`config.mk`:
```
export PLATFORM = sky130hd
export DESIGN_NAME = branch_skip_unit
export DESIGN_NICKNAME = d
export VERILOG_FILES = /design/src/rtl/bsu_pkg.sv /design/src/rtl/bsu_control.sv /design/src/rtl/bsu_datapath.sv /design/src/rtl/branch_skip_unit.sv
export SDC_FILE = /design/constraint.sdc
export NUM_CORES = 1
export LEC_CHECK = 0
export BUFFER_PORTS_ARGS = -buffer_cell sky130_fd_sc_hd__buf_4
export CORE_MARGIN = 3
export CORE_UTILIZATION = 25
export DETAILED_ROUTE_END_ITERATION = 10
export PLACE_DENSITY = 0.49
export SYNTH_ARGS = -nofsm -noshare
export SYNTH_HDL_FRONTEND = slang
export SYNTH_SLANG_ARGS = --single-unit
```
`constraint.sdc`:
```
create_clock -name clk -period 2.45 [get_ports clk]
set_input_delay 0.245 -clock clk [delete_from_list [all_inputs] [get_ports clk]]
set_output_delay 0.245 -clock clk [all_outputs]
set_load 0.02 [all_outputs]
```
`src/rtl/bsu_pkg.sv`:
```
package bsu_pkg;

  // Status register bit positions the signed condition relies on.
  localparam int STAT_W = 8;
  localparam int BIT_N  = 2;
  localparam int BIT_V  = 3;

  // Flow instruction kinds; codes 5..7 are reserved and never redirect.
  typedef enum logic [2:0] {
    OP_FLAG_BR     = 3'd0,
    OP_SIGNED_BR   = 3'd1,
    OP_SKIP_EQ     = 3'd2,
    OP_SKIP_REGBIT = 3'd3,
    OP_SKIP_IOBIT  = 3'd4
  } flowOpT;

  // Strobes from control to datapath.
  typedef struct packed {
    logic       load;       // capture a new result this cycle
    logic       useTarget;  // take the relative branch target
    logic [1:0] stride;     // sequential advance 1, 2 or 3 words
    logic [1:0] cycles;     // cycle count of the instruction
    logic       taken;      // condition held
  } flowCtrlT;

endpackage

```
`src/rtl/bsu_control.sv`:
```
module bsu_control
  import bsu_pkg::*;
#(
  parameter int DATA_W = 8,
  localparam int SEL_W = $clog2(DATA_W)
) (
  input  logic                issueValid,
  input  logic [2:0]          opKind,
  input  logic [STAT_W-1:0]   statusReg,
  input  logic [SEL_W-1:0]    bitSel,
  input  logic                wantSet,
  input  logic [DATA_W-1:0]   regLeft,
  input  logic [DATA_W-1:0]   regRight,
  input  logic                ioBit,
  input  logic                nextTwoWord,
  output flowCtrlT            ctrl
);

  logic condMet;
  logic isBranch;
  logic isSkip;
  logic signedLess;

  assign signedLess = statusReg[BIT_N] ^ statusReg[BIT_V];

  // Condition evaluation per instruction kind.
  always_comb begin
    condMet  = 1'b0;
    isBranch = 1'b0;
    isSkip   = 1'b0;
    case (opKind)
      OP_FLAG_BR: begin
        isBranch = 1'b1;
        condMet  = (statusReg[bitSel] == wantSet);
      end
      OP_SIGNED_BR: begin
        isBranch = 1'b1;
        condMet  = (signedLess == wantSet);
      end
      OP_SKIP_EQ: begin
        isSkip  = 1'b1;
        condMet = (regLeft == regRight);
      end
      OP_SKIP_REGBIT: begin
        isSkip  = 1'b1;
        condMet = (regLeft[bitSel] == wantSet);
      end
      OP_SKIP_IOBIT: begin
        isSkip  = 1'b1;
        condMet = (ioBit == wantSet);
      end
      default: begin
        condMet = 1'b0;
      end
    endcase
  end

  // Turn the decision into datapath strobes.
  always_comb begin
    ctrl.load      = issueValid;
    ctrl.useTarget = 1'b0;
    ctrl.stride    = 2'd1;
    ctrl.cycles    = 2'd1;
    ctrl.taken     = 1'b0;
    if (condMet && isBranch) begin
      ctrl.useTarget = 1'b1;
      ctrl.cycles    = 2'd2;
      ctrl.taken     = 1'b1;
    end else if (condMet && isSkip) begin
      ctrl.taken  = 1'b1;
      ctrl.stride = nextTwoWord ? 2'd3 : 2'd2;
      ctrl.cycles = nextTwoWord ? 2'd3 : 2'd2;
    end
  end

endmodule

```
`src/rtl/bsu_datapath.sv`:
```
module bsu_datapath
  import bsu_pkg::*;
#(
  parameter int PC_W  = 9,
  parameter int OFF_W = 7
) (
  input  logic             clk,
  input  logic             rstN,
  input  flowCtrlT         ctrl,
  input  logic [PC_W-1:0]  pcIn,
  input  logic [OFF_W-1:0] offset,
  output logic             resultValid,
  output logic [PC_W-1:0]  nextPc,
  output logic [1:0]       cycleCount,
  output logic             taken
);

  localparam int MAX_STRIDE = 3;

  logic [PC_W-1:0] offExt;
  logic [PC_W-1:0] branchTarget;
  logic [PC_W-1:0] stepPc [0:MAX_STRIDE];
  logic [PC_W-1:0] nextPcD;

  // Sign extension or truncation of the offset to the PC width.
  generate
    if (PC_W > OFF_W) begin : gExtend
      assign offExt = {{(PC_W-OFF_W){offset[OFF_W-1]}}, offset};
    end else begin : gTrunc
      assign offExt = offset[PC_W-1:0];
    end
  endgenerate

  // Sequential advance candidates, each wrapping in the PC width.
  generate
    for (genvar g = 0; g <= MAX_STRIDE; g++) begin : gStep
      assign stepPc[g] = pcIn + PC_W'(g);
    end
  endgenerate

  assign branchTarget = stepPc[1] + offExt;
  assign nextPcD      = ctrl.useTarget ? branchTarget : stepPc[ctrl.stride];

  always_ff @(posedge clk) begin
    if (!rstN) begin
      resultValid <= 1'b0;
      nextPc      <= '0;
      cycleCount  <= '0;
      taken       <= 1'b0;
    end else begin
      resultValid <= ctrl.load;
      if (ctrl.load) begin
        nextPc     <= nextPcD;
        cycleCount <= ctrl.cycles;
        taken      <= ctrl.taken;
      end
    end
  end

endmodule

```
`src/rtl/branch_skip_unit.sv`:
```
module branch_skip_unit
  import bsu_pkg::*;
#(
  parameter int PC_W   = 9,
  parameter int OFF_W  = 7,
  parameter int DATA_W = 8,
  localparam int SEL_W = $clog2(DATA_W)
) (
  input  logic              clk,
  input  logic              rstN,
  input  logic              issueValid,
  input  logic [2:0]        opKind,
  input  logic [STAT_W-1:0] statusReg,
  input  logic [SEL_W-1:0]  bitSel,
  input  logic              wantSet,
  input  logic [OFF_W-1:0]  offset,
  input  logic [DATA_W-1:0] regLeft,
  input  logic [DATA_W-1:0] regRight,
  input  logic              ioBit,
  input  logic              nextTwoWord,
  input  logic [PC_W-1:0]   pcIn,
  output logic              resultValid,
  output logic [PC_W-1:0]   nextPc,
  output logic [1:0]        cycleCount,
  output logic              taken
);

  flowCtrlT ctrl;

  bsu_control #(.DATA_W(DATA_W)) uControl (
    .issueValid (issueValid),
    .opKind     (opKind),
    .statusReg  (statusReg),
    .bitSel     (bitSel),
    .wantSet    (wantSet),
    .regLeft    (regLeft),
    .regRight   (regRight),
    .ioBit      (ioBit),
    .nextTwoWord(nextTwoWord),
    .ctrl       (ctrl)
  );

  bsu_datapath #(.PC_W(PC_W), .OFF_W(OFF_W)) uDatapath (
    .clk        (clk),
    .rstN       (rstN),
    .ctrl       (ctrl),
    .pcIn       (pcIn),
    .offset     (offset),
    .resultValid(resultValid),
    .nextPc     (nextPc),
    .cycleCount (cycleCount),
    .taken      (taken)
  );

endmodule

```
==> reports/qor.csv <==
stage;metric;value;unit
layout;multi-input combinational cell area;1360;um2
die;Die Y;86.9;um
layout;most common cell after layout, fill and taps aside;buf_4;
detailed_routing;DRC;0;
detailed_routing;1st-pass router iterations;4;
logic_synthesis;Yosys reg bits;12;
layout;Antenna Cells;0;
clocking;clk slew on worst S/H paths;0.05;ns
critical_path;worst-path maximum fanout;3;
die;Initial Util;26.7;%
sta;Final Hold Fails;0;
critical_path;crit-path max cell delay;0.30;ns
logic_synthesis;Seq/Total Area, Yosys;14.7;%
global_routing;Overall Global Routing Usage;12.7;%
global_routing;initial antenna violation count;0;
job;max cap viols;0;
clocking;CTS Hold Bufs;0;
logic_synthesis;syn_area_per_cell;8.07;um2
placement;HPWL Detailed;4.07;mm
layout;final cell count without fillers;357;
critical_path;Crit. End Element;register;
global_routing;first-pass GRT wire length;7.91;mm
logic_synthesis;mapped cell area;1640;um2
sta;Worst-Margin Slew;0.708;ns
clocking;CTS Buf Count;3;
logic_synthesis;Unique masters post-synth;55;
die;Die ar.;7560;um2
critical_path;Startpoint Class;primary input;
global_routing;grt met1 use;15.2;%
critical_path;Worst R2R Start;uDatapath.nextPc[8]$_SDFFE_PN0P_;
detailed_routing;Detail Route Antenna Nets;0;
status;status;completed;
logic_synthesis;Post-synth EDFFs;0;
critical_path;critical setup path kind;in -> reg;
layout;area grow syn2layout;47.5;%
critical_path;Critical path origin;pcIn[1];
global_routing;GRT overflow;0;
sta;Max Freq;0.431;GHz
clocking;clock root buffer;clkbuf_8;
critical_path;Data arrival, critical path;2.48;ns
layout;Final nets;349;
critical_path;Largest delay share family, worst path;compound AO/OA/AOI/OAI gates;
sta;setup violators final;0;
logic_synthesis;ys flop type;dfxtp_1;
logic_synthesis;Syn Nets;268;
die;Core Area;6130;um2
detailed_routing;DRT iter0 DRCs;44;
placement;worst slack, placed;-0.170;ns
clocking;number of clock sinks;12;
power;PwrDens;354;nW/um2
sta;RSZ-0062 raised after global routing;false;
placement;IO buf count;64;
sta;relative slew slack;52.7;%
sta;period utilisation layout;94.8;%
global_routing;vias in the first global route;1761;
critical_path;critical path's slowest cell;ha_1;
global_routing;largest net degree at the start of global routing;15;
sta;fin crit period;2.32;ns
critical_path;Buffers & Inverters on Critical Path;2;
worst_hold_path;Worst Hold Class;in -> reg;
logic_synthesis;area share of the largest cell type after synthesis;14.7;%
clocking;H-tree levels;1;
clocking;Skew-Pair Late Insertion Delay;0.24;ns
detailed_routing;drt wl/cell;13.2;um
placement;cell count after placement;353;
logic_synthesis;Post-Syn Instances;203;
global_routing;GRT met2 Usage;23.8;%
worst_hold_path;HP Start;issueValid;
detailed_routing;DR vias;1730;
logic_synthesis;Yosys top cell by area;dfxtp_1;
sta;Max Slew Vio Count;0;
clocking;TritonCTS clock tree;yes;
placement;Final GP Congestion;0.754;
die;Ports;65;
global_routing;met3 Use GR;1.14;%
die;die width;86.9;um
layout;most frequent cells in the layout;buf_4 (87), nor2_1 (20), xor2_1 (13), xnor2_1 (13);
power;worst vdd ir;331;uV
logic_synthesis;Syn. warnings;0;
detailed_routing;Post-Route WL;4.70;mm
layout;Storage cell area;240;um2
logic_synthesis;Async SR Flop Fraction;0;%
power;Leak;1.12;nW
detailed_routing;Vias/cell;4.85;
sta;setup ws final;0.128;ns
critical_path;WP data required;2.61;ns
logic_synthesis;synth top area cells;dfxtp_1 (15%), ha_1 (9.2%), xnor2_1 (8.0%);
layout;# fillers;655;
critical_path;crit-path cells;buf_4 > buf_4 > ha_1 > nand2_2 > xnor2_1 > ha_1 > a21oi_2 > o211ai_1 > a21o_1 > a21oi_2 > xnor2_1 > o31a_1 > a31oi_1;
global_routing;Most Crowded Layer GR;met2;
clocking;Max Buffers Root-to-Sink;2;
sta;Setup Skew;0;ns
die;row count;28;
layout;share of cells above drive strength 1;38.7;%
sta;WHS;0.306;ns
-- registers in the layout (all words and copies together), names as in the netlist --
name / count
uDatapath.cycleCount: 2
uDatapath.nextPc: 9
uDatapath.resultValid: 1
-- synthesized netlist by cell type (all sizes together), types with 2 or more instances --
master / n
nor2: 21
xnor2: 15
xor2: 14
nand2: 13
dfxtp: 12
ha: 12
mux2i: 12
o21ai: 12
nand3: 9
inv: 8
a21oi: 7
clkbuf: 7
o22ai: 6
a21o: 4
buf: 4
mux2: 4
nand4: 4
a211oi: 3
a31oi: 3
nor3: 3
nor3b: 3
mux4: 2
nand2b: 2
o31ai: 2
-- final timing paths --
kind / to / slack, ns / cells after the start
worst min register to register: uDatapath.nextPc[6]$_SDFFE_PN0P_ / 0.48 / 2
worst max register to register: uDatapath.nextPc[8]$_SDFFE_PN0P_ / 1.77 / 2
worst min-delay path: uDatapath.nextPc[1]$_SDFFE_PN0P_ / 0.31 / 2
worst max-delay path: uDatapath.nextPc[8]$_SDFFE_PN0P_ / 0.13 / 13
-- worst register-to-register path: cells and delay by family (launching register included) --
| family | cells | cell delay, ns |
|---|---|---|
| flops | 1 | 0.31 |
| compound gates | 2 | 0.25 |
-- final cells by class --
cell class                      count  share of cell area (%)
Multi-Input combinational cell    172                    56.2
Timing Repair Buffer               87                    27.0
Sequential cell                    12                    9.94
Tap cell                           75                    3.88
Clock buffer                        3                    1.71
Inverter                            8                    1.24
-- where the power goes --
| part | switching (mW) | total [mW] | internal [mW] |
|---|---|---|---|
| Sequential | 0.00809 | 0.220 | 0.212 |
| Clock | 0.0689 | 0.177 | 0.108 |
| Combinational | 0.218 | 0.460 | 0.242 |
| Total | 0.295 | 0.856 | 0.562 |
-- cells by family (layout without fill, tap and decap cells) --
| group | Yosys count | count (layout) | synth area share (%) |
|---|---|---|---|
| buf+inv | 19 | 98 | 5.27 |
| xor+xnor | 29 | 29 | 15.5 |
| fa+ha+maj | 13 | 13 | 10.4 |
| simple gates | 64 | 64 | 19.8 |
| flops | 12 | 12 | 14.7 |
| mux | 18 | 18 | 13.3 |
| compound gates | 48 | 48 | 21.1 |
-- layer usage --
| layer | part of all wire (%) | routed length (um) |
|---|---|---|
| met1 | 43 | 2030 |
| met2 | 51 | 2390 |
| met3 | 4.5 | 213 |
| met4 | 1.4 | 65 |
| met5 | 0 | 0 |
-- per-stage QoR --
step | utilization, % | area (um2) | power, mW | TNS, ns
6_report | 39.4 | 2420 | 0.856 | 0
5_1_grt | 39.4 | 2420 | 0.918 | 0
4_1_cts | 38.6 | 2370 | 0.853 | 0
3_5_place_dp | 37.9 | 2320 | 0.672 | -0.407
3_3_place_gp | 37.9 | 2320 | 0.672 | -0.325
2_1_floorplan | - | 1640 | 0.482 | 0
-- what timing repair did --
action                                 in CTS  in global routing
endpoints found under the hold margin       0                  0
gates resized for setup                     0                  8
buffers inserted                            0                  1
setup endpoints to repair                   0                  2
(Power assumes the default switching activity.)
